--- src/rtl/pip_cfg_pkg.sv ---
package pip_cfg_pkg;

  localparam int HOLD_REG = 16;
  localparam int HOLD_BIT = 7;

  // Bits that carry a function; all others are forced to zero on write.
  function automatic logic [7:0] used_mask(input int idx);
    case (idx)
      6, 7:    used_mask = 8'h00;
      14:      used_mask = 8'hF7;
      15:      used_mask = 8'h3F;
      20:      used_mask = 8'h77;
      default: used_mask = 8'hFF;
    endcase
  endfunction

  // Bits whose effective value follows the shadow only at a commit.
  function automatic logic [7:0] prot_mask(input int idx);
    case (idx)
      0:                      prot_mask = 8'hCF;
      1, 2, 3, 4, 5, 17, 18:  prot_mask = 8'hFF;
      13:                     prot_mask = 8'hC8;
      14:                     prot_mask = 8'hF7;
      16:                     prot_mask = 8'h3F;
      20:                     prot_mask = 8'h77;
      default:                prot_mask = 8'h00;
    endcase
  endfunction

  function automatic logic [7:0] reset_val(input int idx);
    reset_val = (idx == 20) ? 8'h22 : 8'h00;
  endfunction

  typedef enum logic [2:0] {
    ST_IDLE, ST_ADDR, ST_ADDR_ACK, ST_SUB, ST_SUB_ACK, ST_DATA, ST_DATA_ACK
  } rx_state_t;

endpackage

--- src/rtl/pip_sync.sv ---
module pip_sync #(
  parameter int   STAGES  = 2,
  parameter logic RST_VAL = 1'b1
) (
  input  logic clk,
  input  logic rst_n,
  input  logic d_i,
  output logic q_o
);
  logic [STAGES-1:0] chain_q;
  logic [STAGES-1:0] chain_d;

  always_comb chain_d = {chain_q[STAGES-2:0], d_i};

  always_ff @(posedge clk or negedge rst_n) begin
    if (!rst_n) chain_q <= {STAGES{RST_VAL}};
    else        chain_q <= chain_d;
  end

  assign q_o = chain_q[STAGES-1];
endmodule

--- src/rtl/pip_i2c_rx.sv ---
module pip_i2c_rx
  import pip_cfg_pkg::*;
#(
  parameter logic [6:0] DEV_ADDR = 7'h16,
  parameter logic [7:0] SUB_LAST = 8'h18,
  parameter int         NREG     = 21
) (
  input  logic       clk,
  input  logic       rst_n,
  input  logic       scl_s,
  input  logic       sda_s,
  output logic       sda_oe,
  output logic       wr_en,
  output logic [7:0] wr_addr,
  output logic [7:0] wr_data
);
  localparam logic [7:0] ADDR_WR   = {DEV_ADDR, 1'b0};
  localparam logic [7:0] STORE_END = 8'(NREG);

  rx_state_t   state_q, state_d;
  logic [3:0]  cnt_q, cnt_d;
  logic [7:0]  sh_q, sh_d, ptr_q, ptr_d, wa_q, wa_d, wd_q, wd_d;
  logic        oe_q, oe_d, wr_q, wr_d, scl_p, sda_p;
  logic        scl_rise, scl_fall, start_c, stop_c;

  assign scl_rise = scl_s & ~scl_p;
  assign scl_fall = ~scl_s & scl_p;
  assign start_c  = scl_s & scl_p & sda_p & ~sda_s;
  assign stop_c   = scl_s & scl_p & ~sda_p & sda_s;

  always_comb begin
    state_d = state_q; cnt_d = cnt_q; sh_d = sh_q; ptr_d = ptr_q;
    oe_d = oe_q; wr_d = 1'b0; wa_d = wa_q; wd_d = wd_q;
    if (start_c) begin
      state_d = ST_ADDR; cnt_d = '0; oe_d = 1'b0;
    end else if (stop_c) begin
      state_d = ST_IDLE; oe_d = 1'b0;
    end else begin
      case (state_q)
        ST_ADDR, ST_SUB, ST_DATA: begin
          if (scl_rise && cnt_q < 4'd8) begin
            sh_d  = {sh_q[6:0], sda_s};
            cnt_d = cnt_q + 4'd1;
          end else if (scl_fall && cnt_q == 4'd8) begin
            cnt_d = '0;
            if (state_q == ST_ADDR) begin
              if (sh_q == ADDR_WR) begin oe_d = 1'b1; state_d = ST_ADDR_ACK; end
              else state_d = ST_IDLE;
            end else if (state_q == ST_SUB) begin
              if (sh_q <= SUB_LAST) begin
                oe_d = 1'b1; ptr_d = sh_q; state_d = ST_SUB_ACK;
              end else state_d = ST_IDLE;
            end else begin
              if (ptr_q <= SUB_LAST) begin
                oe_d = 1'b1; ptr_d = ptr_q + 8'd1; state_d = ST_DATA_ACK;
                wr_d = (ptr_q < STORE_END); wa_d = ptr_q; wd_d = sh_q;
              end else state_d = ST_IDLE;
            end
          end
        end
        ST_ADDR_ACK: if (scl_fall) begin oe_d = 1'b0; state_d = ST_SUB; end
        ST_SUB_ACK, ST_DATA_ACK: if (scl_fall) begin oe_d = 1'b0; state_d = ST_DATA; end
        default: ;
      endcase
    end
  end

  always_ff @(posedge clk or negedge rst_n) begin
    if (!rst_n) begin
      state_q <= ST_IDLE; cnt_q <= '0; sh_q <= '0; ptr_q <= '0;
      oe_q <= 1'b0; wr_q <= 1'b0; wa_q <= '0; wd_q <= '0;
      scl_p <= 1'b1; sda_p <= 1'b1;
    end else begin
      state_q <= state_d; cnt_q <= cnt_d; sh_q <= sh_d; ptr_q <= ptr_d;
      oe_q <= oe_d; wr_q <= wr_d; wa_q <= wa_d; wd_q <= wd_d;
      scl_p <= scl_s; sda_p <= sda_s;
    end
  end

  assign sda_oe  = oe_q;
  assign wr_en   = wr_q;
  assign wr_addr = wa_q;
  assign wr_data = wd_q;
endmodule

--- src/rtl/pip_cfg_regs.sv ---
module pip_cfg_regs
  import pip_cfg_pkg::*;
#(
  parameter int NREG = 21
) (
  input  logic            clk,
  input  logic            rst_n,
  input  logic            wr_en,
  input  logic [7:0]      wr_addr,
  input  logic [7:0]      wr_data,
  input  logic            vsync_s,
  output logic [NREG*8-1:0] regs_o,
  output logic            commit_o
);
  logic [7:0] shadow_q [NREG];
  logic [7:0] active_q [NREG];
  logic       vs_p, commit_q, commit_d, hold;

  assign hold     = shadow_q[HOLD_REG][HOLD_BIT];
  assign commit_d = vsync_s & ~vs_p & ~hold;

  always_ff @(posedge clk or negedge rst_n) begin
    if (!rst_n) begin vs_p <= 1'b0; commit_q <= 1'b0; end
    else        begin vs_p <= vsync_s; commit_q <= commit_d; end
  end

  for (genvar i = 0; i < NREG; i++) begin : g_reg
    localparam logic [7:0] UM = used_mask(i);
    localparam logic [7:0] PM = prot_mask(i);
    localparam logic [7:0] RV = reset_val(i);
    logic [7:0] shadow_d, active_d;

    always_comb begin
      shadow_d = (wr_en && wr_addr == 8'(i)) ? (wr_data & UM) : shadow_q[i];
      active_d = commit_q ? shadow_q[i] : active_q[i];
    end

    always_ff @(posedge clk or negedge rst_n) begin
      if (!rst_n) begin shadow_q[i] <= RV; active_q[i] <= RV; end
      else        begin shadow_q[i] <= shadow_d; active_q[i] <= active_d; end
    end

    assign regs_o[i*8 +: 8] = (shadow_q[i] & ~PM) | (active_q[i] & PM);
  end

  assign commit_o = commit_q;
endmodule

--- src/rtl/pip_cfg_i2c.sv ---
module pip_cfg_i2c
  import pip_cfg_pkg::*;
#(
  parameter logic [6:0] DEV_ADDR  = 7'h16,
  parameter logic [7:0] SUB_LAST  = 8'h18,
  parameter int         NREG      = 21,
  parameter int         SYNC_LEN  = 2,
  localparam int        REG_W     = NREG * 8
) (
  input  logic             clk,
  input  logic             rst_n,
  input  logic             scl_i,
  input  logic             sda_i,
  input  logic             vsync_i,
  output logic             sda_oe_o,
  output logic [REG_W-1:0] regs_o
);
  logic       scl_s, sda_s, vsync_s, wr_en, commit;
  logic [7:0] wr_addr, wr_data;

  pip_sync #(.STAGES(SYNC_LEN), .RST_VAL(1'b1)) u_scl_sync (
    .clk(clk), .rst_n(rst_n), .d_i(scl_i), .q_o(scl_s));
  pip_sync #(.STAGES(SYNC_LEN), .RST_VAL(1'b1)) u_sda_sync (
    .clk(clk), .rst_n(rst_n), .d_i(sda_i), .q_o(sda_s));
  pip_sync #(.STAGES(SYNC_LEN), .RST_VAL(1'b0)) u_vs_sync (
    .clk(clk), .rst_n(rst_n), .d_i(vsync_i), .q_o(vsync_s));

  pip_i2c_rx #(.DEV_ADDR(DEV_ADDR), .SUB_LAST(SUB_LAST), .NREG(NREG)) u_rx (
    .clk(clk), .rst_n(rst_n), .scl_s(scl_s), .sda_s(sda_s), .sda_oe(sda_oe_o),
    .wr_en(wr_en), .wr_addr(wr_addr), .wr_data(wr_data));

  pip_cfg_regs #(.NREG(NREG)) u_regs (
    .clk(clk), .rst_n(rst_n), .wr_en(wr_en), .wr_addr(wr_addr), .wr_data(wr_data),
    .vsync_s(vsync_s), .regs_o(regs_o), .commit_o(commit));
endmodule

--- config.mk ---
export PLATFORM = sky130hd
export DESIGN_NAME = pip_cfg_i2c
export DESIGN_NICKNAME = d
export VERILOG_FILES = /design/src/rtl/pip_cfg_pkg.sv /design/src/rtl/pip_sync.sv /design/src/rtl/pip_i2c_rx.sv /design/src/rtl/pip_cfg_regs.sv /design/src/rtl/pip_cfg_i2c.sv
export SDC_FILE = /design/constraint.sdc
export NUM_CORES = 1
export LEC_CHECK = 0
export BUFFER_PORTS_ARGS = -buffer_cell sky130_fd_sc_hd__buf_4
export CORE_UTILIZATION = 40
export CTS_CLUSTER_DIAMETER = 80
export DETAILED_ROUTE_END_ITERATION = 10
export GPL_TIMING_DRIVEN = 0
export PLACE_DENSITY = 0.59
export REMOVE_ABC_BUFFERS = 1
export SKIP_CTS_REPAIR_TIMING = 1
export SYNTH_ARGS = -nofsm -noshare
export SYNTH_HDL_FRONTEND = slang
export SYNTH_SLANG_ARGS = --single-unit
--- constraint.sdc ---
create_clock -name clk -period 2.8 [get_ports clk]
set_input_delay 0.56 -clock clk [delete_from_list [all_inputs] [get_ports clk]]
set_output_delay 0.56 -clock clk [all_outputs]
set_load 0.005 [all_outputs]
**After elaboration in Yosys (flattened, before gate mapping)**

Index checks and enable logic that the tools add are counted.

- Register bits: 289
- Bits of input ports: 5
- Output and inout bits: 169
- Logic and storage cells: 186

- $add $sub $neg: 2
- $lt $le $gt $ge: 4
- Equal/unequal tests: 36
- Mux-type cells: 39
- Bitwise logic cells: 23
- Reductions and logical operators: 36

Operators by type and width:

| cell | count |
|---|---|
| 8-bit by 4-bit == test with 1-bit output, second input constant | 8 |
| 8-bit by 5-bit == test with 1-bit output, second input constant | 5 |
| 3-bit 2-to-1 mux | 10 |
| 8-bit 2-to-1 mux | 3 |
| 1-bit logical AND | 21 |
| 4-bit 2-to-1 mux | 5 |
| 1-bit 2-to-1 mux | 18 |
| 8-bit by 2-bit == test with 1-bit output, second input constant | 2 |
| 8-bit by 3-bit == test with 1-bit output, second input constant | 2 |
| 8-bit by 5-bit <= comparator with 1-bit output, second input constant | 2 |
| 4-bit by 1-bit inequality test with 1-bit output, second input constant | 4 |
| 6-bit by 8-bit bitwise OR with 8-bit output | 2 |
| 8-bit AND reduction | 2 |
| 1-bit inverter | 11 |
| 1-bit AND | 9 |
| 3-bit == test, second input constant | 3 |
| 3-bit one-hot mux with 3 select lines | 1 |
| 8-bit by 1-bit adder with 8-bit output, second input constant | 1 |
| 8-bit by 1-bit == test with 1-bit output, second input constant | 1 |
| 8-bit by 6-bit == test with 1-bit output, second input constant | 1 |
| 8-bit zero test | 1 |
| 8-bit by 5-bit less-than comparator with 1-bit output, second input constant | 1 |
| 8-bit by 6-bit bitwise OR with 8-bit output | 1 |
| 7-bit AND reduction | 1 |
| other kinds (22) | 25 |

**Depth between registers and ports, before layout**

Gate-level depths: netlist of the first run.

- Depth in word-level cells: 9
- Gate-level depth with buffers: 8

**Cells and area by module**

From an unflattened synthesis of the first run, not the netlist that was laid out.

- Cells, all modules: 802
- Area total of the unflattened synthesis: 11756.3 µm²

By module, submodules not included:

| module | times used | cells an instance | area each (µm²) | sequential area each (µm²) |
|---|---|---|---|---|
| pip_cfg_regs | 1 | 611 | 9506.6 | 5835.6 |
| pip_i2c_rx | 1 | 185 | 2094.5 | 1078.5 |
| pip_sync at u_scl_sync ... | 2 | 2 | 52.6 | 52.6 |
| pip_sync at u_vs_sync | 1 | 2 | 50.0 | 50.0 |

**Worst setup path before layout of the first run**

OpenSTA, ideal clock, no wires.

- Path type: register to register
- Start point: register u_rx.scl_p
- End point: register u_rx.wa_q[0], in the netlist u_rx.wr_addr[0]
- Setup time: 125 ps
- Data arrival time: 1900 ps
- Data required time: 2675 ps
- Slack: 775 ps
- Cell stages (with the launch flop): 6
- Period minus slack after synthesis: 2025 ps
- Cell sequence: dfstp_2 nor2b_1 nand2_1 nor4_4 buf_4 mux2_2

- Longest elaborated chain between the ends: 5
- Elaborated cells on any way between the ends: 14

RTL lines:

| element | line | source |
|---|---|---|
| start, declared | pip_i2c_rx.sv:23 | `logic oe_q, oe_d, wr_q, wr_d, scl_p, sda_p;` |
| start signal, assigned | pip_i2c_rx.sv:76 | `scl_p <= scl_s; sda_p <= sda_s;` |
| 1-bit AND or 1-bit inverter (tied branches) | pip_i2c_rx.sv:28, pip_i2c_rx.sv:29, pip_i2c_rx.sv:26 |  |
| 1-bit AND (on tied branches) | pip_i2c_rx.sv:28, pip_i2c_rx.sv:26, pip_i2c_rx.sv:29 |  |
| 1-bit AND (tied with other cells) | pip_i2c_rx.sv:28 | `assign start_c = scl_s & scl_p & sda_p & ~sda_s;` |
| 1-bit inverter (no source line) | - |  |
| 8-bit AND reduction (no source line) (*) | - |  |
| end signal, assigned | pip_i2c_rx.sv:71 | `oe_q <= 1'b0; wr_q <= 1'b0; wa_q <= '0; wd_q <= '0;` |
| end signal, assigned | pip_i2c_rx.sv:75 | `oe_q <= oe_d; wr_q <= wr_d; wa_q <= wa_d; wd_q <= wd_d;` |
| end, declared | pip_i2c_rx.sv:22 | `logic [7:0] sh_q, sh_d, ptr_q, ptr_d, wa_q, wa_d, wd_q, wd_d;` |

Every way passes the cells marked *; elsewhere a longest branch is shown, timed or not.
A chain may end at the register's enable or synchronous reset.

**Worst setup path in the final report of the first run**

- Start point: register u_rx.scl_p
- End point: register u_rx.wa_q[4], in the netlist u_rx.wr_addr[4]

The elaborated chain is that of the path after synthesis.

==> results.sh, run 1 <==
export IMPL_ys_flop_type="dfrtp_1"
export IMPL_maxCapViolCount=0
export IMPL_synth_top_cell_area_share=0.585
export IMPL_switching_share=0.215
export IMPL_min_path_type="in -> async"
export IMPL_vias_per_cell=4.88
export IMPL_reg2reg_depth=4
export IMPL_syn_area_sq_um=11600
export IMPL_syn_avg_cell_area_sq_um=14.4
export IMPL_p_sw_mw=1.84
export IMPL_max_freq_mhz=393
export IMPL_rsz0062_at_grt="false"
export IMPL_cts_buffers=30
export IMPL_grt_pass1_vias=6236
export IMPL_synthArstFlopShare=1.00
export IMPL_synth_seq_cells=282
export IMPL_status="finished, violations left"
export IMPL_violations="hold timing"
export IMPL_hold_slack_ns=-0.0227
export IMPL_synth_edff_count=0
export IMPL_period_share=0.910
export IMPL_ys_warn_count=0
export IMPL_layout_setup_ws_ns=0.253
export IMPL_vdd_drop_max_mv=0.367
export IMPL_cts_num_sinks=282
export IMPL_worst_slew_pin_slew_ns=1.10
export IMPL_fin_crit_ns=2.55
export IMPL_worstSetupEndpoint="u_rx.wr_addr[4]"
export IMPL_grt_first_pass_wirelength_mm=36.8
export IMPL_cts_max_level=1
export IMPL_drive_gt1_frac=0.529
export IMPL_dr_pass1_iters=4
export IMPL_ant_nets=0
export IMPL_p_per_area_nw_per_um2=629
export IMPL_cp_end_kind="flop"
export IMPL_p_leak_nw=7.03
export IMPL_drc_errors=0
export IMPL_r2r_setup_slack_ns=0.25
export IMPL_finalSetupViolCount=0
export IMPL_fin_util=0.478
export IMPL_synth_most_common_cell="dfrtp_1"
export IMPL_clk_insertion_delay_late_ns=0.55
export IMPL_relSlewSlack=0.260
export IMPL_syn_inst=806
export IMPL_combPwrFrac=0.033
export IMPL_rr_endpoint="u_rx.wr_addr[4]"
export IMPL_seq_power_share=0.496
export IMPL_detail_route_wl_per_cell_microns=18.3
export IMPL_vias=6339
export IMPL_yosysSeqAreaShare=0.608
export IMPL_final_nets=906
export IMPL_io_buffers=152
export IMPL_critPathLaunch="u_rx.scl_p"
export IMPL_crit_type="reg -> reg"
export IMPL_pwr_share_clk=0.472
export IMPL_die_w_microns=172
export IMPL_pre_cts_ws_ns=0.268
export IMPL_pin_count=174
export IMPL_wl_mm=23.8
export IMPL_synth_common_cells="dfrtp_1 (272), mux2_2 (246), buf_4 (85), clkbuf_1 (28), nand2_1 (28)"
export IMPL_synthTopCellsByArea="dfrtp_1 (59%), mux2_2 (24%), buf_4 (5.5%), dfstp_2 (2.3%), clkbuf_1 (0.90%)"
export IMPL_num_antenna_cells=0
export IMPL_yosysTopAreaCell="dfrtp_1"
export IMPL_p_int_mw=6.75
export IMPL_total_power_mw=8.60
export IMPL_finalWeightedCongestion=0.747
export IMPL_grt_max_degree=117
export IMPL_startpoint_type="flop"
export IMPL_antenna_found_initial=0
export IMPL_drt_iter0_drc=268
export IMPL_start_util=0.406
export IMPL_dp_hpwl_mm=14.7
export IMPL_timing_rr_start="u_rx.scl_p"
export IMPL_track_usage=0.162
export IMPL_die_h_microns=172
export IMPL_cts_tree="built"
export IMPL_rows=62
export IMPL_area_growth_syn_to_layout_pct=17.6
export IMPL_hold_violations=15
export IMPL_clk_path_buf_depth=3
export IMPL_worstPathMaxFanout=17
export IMPL_slew_viol_final=0
export IMPL_ys_types=50
export IMPL_die_area_sq_um=29800
export IMPL_clk_pin_slew_worst_paths_ns=0.06
export IMPL_fin_skew_ns=0.0189
export IMPL_worstPathRequired_ns=3.22
export IMPL_overflow=0
export IMPL_crit_arrival_ns=2.97
export IMPL_core_area_sq_um=28600
export IMPL_root_buffer="clkbuf_16"
## worst min-delay path by stage
stage                           endpoint  slack (ns)  cells past startpoint
floorplan             u_regs.active_q[0]        0.26                      0
global placement    u_vs_sync.chain_q[1]        0.34                      0
detailed placement  u_vs_sync.chain_q[1]        0.33                      0
CTS                 u_regs.shadow_q[149]       -0.01                      1
global route        u_regs.shadow_q[149]      0.0005                      1
finish                 u_regs.regs_o[21]       -0.02                      1
## placed cells by master (no fill, tap or decap), types with 3 or more instances in the layout
master / n
bufinv_16: 4
mux2_2: 246
clkbuf_1: 5
mux2_4: 6
clkbuf_16: 30
ha_1: 5
nor2_1: 12
nand2_1: 28
nor2_2: 8
nor3_2: 4
inv_1: 7
a31oi_1: 3
conb_1: 21
buf_4: 151
dfrtp_1: 271
nor2b_1: 10
clkbuf_8: 6
nor3_1: 4
a21oi_1: 12
nand3_1: 9
buf_16: 3
dfstp_2: 10
nand2b_1: 6
clkinv_2: 5
o21ai_0: 12
## layer usage
metal | vias to the layer above | track usage | wire length, microns
met5 | - | 0 | 0
met1 | 3283 | 0.229 | 11100
li1 | 2890 | - | -
met2 | 139 | 0.255 | 11000
met4 | 0 | 0.0358 | 333
met3 | 27 | 0.0332 | 1290
## worst max-delay path, stage by stage, from the launching register on
cell and delay [ns]:
dfstp_2 0.57, nor2b_1 0.22, nand2_1 0.23, nor4_4 0.99, mux2_2 0.42
## metrics by stage
stage	instances	hold slack, ns	setup TNS (ns)	area [sq um]
after floorplan	709	0.264	0	10900
after global placement	1245	0.335	-432.19	12600
after detailed placement	1248	0.335	0	12700
after CTS	1300	-0.0127	0	13700
after global routing	1300	0.000474	0	13700
final	1300	-0.0227	0	13700
## logic make-up after synthesis
family                     count (synthesis)  share of synthesized area
and+or+nand+nor                           99                     0.0502
xor gates and xnor gates                   2                    0.00151
buffers and inverters                    124                     0.0677
muxes                                    252                      0.246
DFF                                      282                      0.608
other                                      1                   0.000323
AOI/OAI and AO/OA                         41                     0.0209
adders and majority gates                  5                    0.00538
## flip-flops by register name, summed over array words and instances, names as in the netlist
name and flops:
u_regs.regs_o 110, u_regs.shadow_q 92, u_regs.active_q 28, u_rx.ptr_q 8, u_rx.sh_q 8, u_rx.wr_addr 8, u_rx.wr_data 8, u_rx.cnt_q 4
u_rx.state_q 3, u_scl_sync.chain_q 2, u_sda_sync.chain_q 2, u_vs_sync.chain_q 2, u_regs.commit_o 1, u_regs.hold 1, u_regs.vs_p 1, u_rx.scl_p 1
u_rx.sda_oe 1, u_rx.sda_p 1, u_rx.wr_en 1
## power groups by stage
stage,registers [mW],clock network (mW),logic [mW]
finish,4.26,4.06,0.280
global route,4.28,4.34,0.323
CTS,4.26,4.18,0.289
detailed placement,4.33,0,0.288
global placement,4.35,0,0.257
floorplan,4.31,0,0.154
## final cells by class
type | count | area, sq um
Clock buffer | 41 | 852
Sequential cell | 282 | 7070
Timing Repair Buffer | 155 | 1230
Tap cell | 384 | 480
Inverter | 7 | 26.3
Multi-Input combinational cell | 420 | 3840
Clock inverter | 11 | 170
Fill cell | 2590 | 14900
(Power assumes the default switching activity.)
==> run 2, diff against run 1 <==
--- a/config.mk
+++ b/config.mk
@@ -6,11 +6,11 @@
 export NUM_CORES = 1
 export LEC_CHECK = 0
 export BUFFER_PORTS_ARGS = -buffer_cell sky130_fd_sc_hd__buf_4
-export CORE_UTILIZATION = 40
+export CORE_UTILIZATION = 45
 export CTS_CLUSTER_DIAMETER = 80
 export DETAILED_ROUTE_END_ITERATION = 10
 export GPL_TIMING_DRIVEN = 0
-export PLACE_DENSITY = 0.59
+export PLACE_DENSITY = 0.65
 export REMOVE_ABC_BUFFERS = 1
 export SKIP_CTS_REPAIR_TIMING = 1
 export SYNTH_ARGS = -nofsm -noshare
==> constraint.sdc (replaced) <==
create_clock -name clk -period 3.08 [get_ports clk]
set_input_delay 0.616 -clock clk [delete_from_list [all_inputs] [get_ports clk]]
set_output_delay 0.616 -clock clk [all_outputs]
set_load 0.005 [all_outputs]
==> results.sh, run 2 (synthesis gave the netlist of run 1 again) <==
export IMPL_hold_violations=0
export IMPL_min_path_type="in -> reg"
export IMPL_core_area_sq_um=25300
export IMPL_detail_route_wl_per_cell_microns=18.5
export IMPL_final_nets=907
export IMPL_fin_skew_ns=0.00893
export IMPL_dr_pass1_iters=4
export IMPL_vias_per_cell=5.12
export IMPL_num_antenna_cells=0
export IMPL_relSlewSlack=0.279
export IMPL_fin_util=0.538
export IMPL_grt_first_pass_wirelength_mm=36.7
export IMPL_vias=6399
export IMPL_total_power_mw=7.75
export IMPL_critPathLaunch="u_rx.cnt_q[0]"
export IMPL_area_growth_syn_to_layout_pct=17.0
export IMPL_drive_gt1_frac=0.528
export IMPL_wl_mm=23.1
export IMPL_place_area_sq_um=12600
export IMPL_fin_crit_ns=2.49
export IMPL_ant_nets=0
export IMPL_p_per_area_nw_per_um2=570
export IMPL_rsz0062_at_grt="false"
export IMPL_finalSetupViolCount=0
export IMPL_start_util=0.460
export IMPL_track_usage=0.177
export IMPL_cts_max_level=1
export IMPL_clk_path_buf_depth=3
export IMPL_grt_pass1_vias=6423
export IMPL_worst_slew_pin_slew_ns=1.07
export IMPL_pre_cts_ws_ns=0.546
export IMPL_die_area_sq_um=26500
export IMPL_num_fill_cells=2157
export IMPL_p_leak_nw=7.02
export IMPL_layout_commonest_cell="dfrtp_1"
export IMPL_pin_count=174
export IMPL_vdd_drop_max_mv=0.343
export IMPL_antenna_found_initial=0
export IMPL_period_share=0.808
export IMPL_layout_setup_ws_ns=0.592
export IMPL_maxCapViolCount=0
export IMPL_status="finished, final reports clean"
export IMPL_dp_hpwl_mm=14.5
export IMPL_startpoint_type="flop"
export IMPL_drc_errors=0
export IMPL_die_h_microns=163
export IMPL_max_freq_mhz=402
export IMPL_hold_start="sda_i"
export IMPL_crit_type="reg -> reg"
export IMPL_cts_tree="built"
export IMPL_cts_buffers=30
export IMPL_slew_viol_final=0
export IMPL_clk_insertion_delay_late_ns=0.55
export IMPL_fin_cells=1249
export IMPL_die_w_microns=163
export IMPL_root_buffer="clkbuf_16"
export IMPL_rows=58
export IMPL_overflow=0
export IMPL_clk_pin_slew_worst_paths_ns=0.06
export IMPL_drt_iter0_drc=349
export IMPL_worstPathRequired_ns=3.51
export IMPL_io_buffers=152
export IMPL_crit_arrival_ns=2.92
export IMPL_final_cell_mix="dfrtp_1 (271), mux2_2 (246), buf_4 (151)"
export IMPL_finalWeightedCongestion=0.745
export IMPL_cts_num_sinks=282
export IMPL_final_area_sq_um=13600
export IMPL_grt_max_degree=120
export IMPL_timing_rr_start="u_rx.cnt_q[0]"
export IMPL_dp_cells=1194
export IMPL_largest_reg_flops=110
export IMPL_worstPathMaxFanout=17
export IMPL_cp_end_kind="flop"
run 2: cell types whose count changed in the layout (fill, tap and decap cells not counted):
cell | previous run | this run
clkinvlp_4 | 0 | 1
clkbuf_1 | 5 | 7
buf_16 | 3 | 2
bufinv_16 | 4 | 3
dlygate4sd3_1 | 0 | 1
buf_12 | 0 | 1
run 2: critical path, cell delays in order, from the launching register on:
cell     delay (ns)
dfrtp_1        0.42
inv_1          0.07
ha_1           0.13
and3b_1        0.19
nand2_1        0.17
nor4_4         0.96
mux2_2         0.42
run 2: metal layers:
metal | up-vias | wire, microns | global-route usage
met4 | 0 | 385 | 0.0438
met5 | - | 0 | 0
met3 | 32 | 1140 | 0.0326
met2 | 146 | 10900 | 0.282
met1 | 3332 | 10700 | 0.251
li1 | 2889 | - | -
run 2: metrics by stage:
step	TNS, ns	hold slack (ns)
2_1_floorplan	0	0.320
3_3_place_gp	-331.50	0.334
3_5_place_dp	0	0.337
4_1_cts	0	-0.0197
5_1_grt	0	0.157
6_report	0	0.171
run 2: cell type report:
type	count	area, sq um	share of cell area
flip-flops and latches	282	7070	0.520
multi-input cells	420	3840	0.283
clock inverters	11	148	0.0109
clock buffers	43	860	0.0632
well taps	330	413	0.0304
repair buffers	156	1230	0.0907
inverters	7	26.3	0.00193
run 2: path summary, 6_finish.rpt:
check	to	slack, ns	cells after the start
max	u_rx.wr_data[7]	0.59	6
min	u_sda_sync.chain_q[0]	0.17	1
max reg2reg	u_rx.wr_data[7]	0.59	6
min reg2reg	u_vs_sync.chain_q[1]	0.35	0
max in group asynchronous	u_regs.regs_o[23]	1.55	3
min in group asynchronous	u_regs.regs_o[144]	0.57	2
run 2: power breakdown:
part	switching (mW)	internal, mW	leakage [nW]
combinational	0.144	0.106	2.65
clock	1.44	2.18	0.494
sequential	0.101	3.78	3.87
total	1.68	6.07	7.02
==> run 3, diff against run 2 <==
--- a/config.mk
+++ b/config.mk
@@ -5,6 +5,7 @@
 export SDC_FILE = /design/constraint.sdc
 export NUM_CORES = 1
 export LEC_CHECK = 0
+export ABC_AREA = 1
 export BUFFER_PORTS_ARGS = -buffer_cell sky130_fd_sc_hd__buf_4
 export CORE_UTILIZATION = 45
 export CTS_CLUSTER_DIAMETER = 80
==> constraint.sdc (replaced) <==
create_clock -name clk -period 2.6 [get_ports clk]
set_input_delay 0.52 -clock clk [delete_from_list [all_inputs] [get_ports clk]]
set_output_delay 0.52 -clock clk [all_outputs]
set_load 0.005 [all_outputs]
==> results.sh, run 3 <==
export IMPL_clk_insertion_delay_late_ns=0.54
export IMPL_cts_buffers=30
export IMPL_largest_reg_flops=110
export IMPL_wl_mm=23.7
export IMPL_p_per_area_nw_per_um2=716
export IMPL_vias=7319
export IMPL_syn_area_sq_um=11600
export IMPL_ys_types=32
export IMPL_finalWeightedCongestion=0.780
export IMPL_vias_per_cell=4.85
export IMPL_synth_edff_count=0
export IMPL_rows=58
export IMPL_synthTopCellsByArea="dfrtp_1 (59%), mux2_2 (7.5%), nand2_1 (7.0%), buf_4 (5.5%), o21ai_0 (5.1%)"
export IMPL_total_power_mw=9.64
export IMPL_area_growth_syn_to_layout_pct=16.6
export IMPL_start_util=0.459
export IMPL_grt_max_degree=123
export IMPL_ant_nets=0
export IMPL_startpoint_type="flop"
export IMPL_final_nets=1169
export IMPL_cts_max_level=1
export IMPL_io_buffers=152
export IMPL_cts_num_sinks=282
export IMPL_synth_mux_area_frac=0.0750
export IMPL_critPathSlowestCell="nand4_1"
export IMPL_synth_simple_area_share=0.119
export IMPL_slew_viol_final=0
export IMPL_crit_arrival_ns=2.28
export IMPL_worst_slew_pin_slew_ns=1.05
export IMPL_fin_crit_ns=1.91
export IMPL_overflow=0
export IMPL_final_cell_mix="dfrtp_1 (271), nand2_1 (214), buf_4 (151)"
export IMPL_relSlewSlack=0.297
export IMPL_vdd_drop_max_mv=0.451
export IMPL_cpPeakStageDelay_ns=0.60
export IMPL_period_share=0.736
export IMPL_synth_top_family_by_area="simple AND/OR/NAND/NOR gates"
export IMPL_yosysSeqAreaShare=0.612
export IMPL_die_h_microns=162
export IMPL_synth_top_cell_area_share=0.589
export IMPL_root_buffer="clkbuf_16"
export IMPL_clk_path_buf_depth=3
export IMPL_pin_count=174
export IMPL_num_antenna_cells=0
export IMPL_p_leak_nw=6.75
export IMPL_cp_end_kind="flop"
export IMPL_antenna_found_initial=0
export IMPL_status="finished, final reports clean"
export IMPL_synth_compound_area_frac=0.0951
export IMPL_syn_avg_cell_area_sq_um=10.7
export IMPL_synth_adder_area_share=0.00541
export IMPL_cp_cell_sequence="inv_2 > nand2_2 > nor3_4 > nand4_1 > nand2_1 > o21ai_0"
export IMPL_drc_errors=0
export IMPL_fin_skew_ns=0.0131
export IMPL_cts_tree="built"
export IMPL_finalSetupViolCount=0
export IMPL_dr_pass1_iters=5
export IMPL_worstPathMaxFanout=16
export IMPL_die_w_microns=162
export IMPL_core_area_sq_um=25200
export IMPL_grt_first_pass_wirelength_mm=38.3
export IMPL_synth_common_cells="dfrtp_1 (272), nand2_1 (214), o21ai_0 (118), buf_4 (85), mux2_2 (77)"
export IMPL_min_path_type="in -> reg"
export IMPL_detail_route_wl_per_cell_microns=15.7
export IMPL_max_freq_mhz=523
export IMPL_synth_most_common_cell="dfrtp_1"
export IMPL_grt_pass1_vias=7074
export IMPL_yosysTopAreaCell="dfrtp_1"
export IMPL_die_area_sq_um=26300
export IMPL_drive_gt1_frac=0.293
export IMPL_hold_slack_ns=0.0892
export IMPL_ys_flop_type="dfrtp_1"
export IMPL_rsz0062_at_grt="false"
export IMPL_syn_inst=1076
export IMPL_dp_hpwl_mm=14.8
export IMPL_crit_type="reg -> reg"
export IMPL_synth_xor_area_frac=0.00152
export IMPL_maxCapViolCount=0
export IMPL_clk_pin_slew_worst_paths_ns=0.06
export IMPL_hold_violations=0
export IMPL_worstPathRequired_ns=2.97
export IMPL_synth_seq_cells=282
export IMPL_track_usage=0.184
export IMPL_ys_warn_count=0
export IMPL_synthArstFlopShare=1.00
export IMPL_layout_commonest_cell="dfrtp_1"
export IMPL_drt_iter0_drc=534
-- run 3: cell families (layout without fill, tap and decap cells) --
logic type	count (synthesis)	in the layout
AND/OR/NAND/NOR	321	321
other	1	21
flip-flops	282	282
multiplexers	77	77
buffers and inverters	189	273
XOR/XNOR	2	2
adder cells (fa/ha/maj)	5	5
AO/OA/AOI/OAI	199	199
-- run 3: worst max-delay path, delay by kind of cell (launching register included) --
family                 cells  cell delay (ns)
and+or+nand+nor            4             1.21
buffers and inverters      1             0.06
DFF                        1             0.37
AOI/OAI and AO/OA          1             0.12
-- run 3: worst paths after layout --
path	endpoint	start	cells past startpoint	slack (ns)
hold / removal	u_sda_sync.chain_q[0]	sda_i	1	0.09
setup reg to reg	u_regs.regs_o[81]	u_rx.wr_addr[6]	6	0.69
hold reg to reg	u_vs_sync.chain_q[1]	u_vs_sync.chain_q[0]	0	0.35
setup / recovery	u_regs.regs_o[81]	u_rx.wr_addr[6]	6	0.69
max in group asynchronous	u_regs.commit_o	rst_n	3	1.15
min in group asynchronous	u_regs.regs_o[35]	rst_n	2	0.48
-- run 3: cell type report --
cell class	instances	area, sq um
repair buffers	156	1240
clock inverters	10	104
flip-flops and latches	282	7070
well taps	330	413
clock buffers	43	901
fillers	2220	11700
inverters	64	240
multi-input cells	625	3500
-- run 3: stage by stage --
stage                     instance area, sq um   util  cells  setup TNS (ns)  setup WS [ns]
after floorplan                          10800      -    971           -1.09        -0.0145
after global placement                   12400  0.491   1453         -469.86          -1.38
after detailed placement                 12500  0.495   1456               0          0.722
after CTS                                13500  0.535   1509               0          0.697
after global routing                     13500  0.535   1510               0          0.493
final                                    13500  0.535   1510               0          0.686
-- run 3: report_power, final --
group / internal [mW] / switching, mW / leakage (nW)
Clock: 2.58 / 1.66 / 0.504
Combinational: 0.256 / 0.507 / 2.38
Sequential: 4.52 / 0.120 / 3.87
Total: 7.36 / 2.28 / 6.75
-- run 3: per-layer routing --
metal	part of all wire	up-vias	track usage	wire length, microns
li1	-	3592	-	-
met1	0.45	3531	0.253	10700
met2	0.48	158	0.305	11400
met3	0.045	38	0.0268	1070
met4	0.020	0	0.0506	481
met5	0	-	0	0
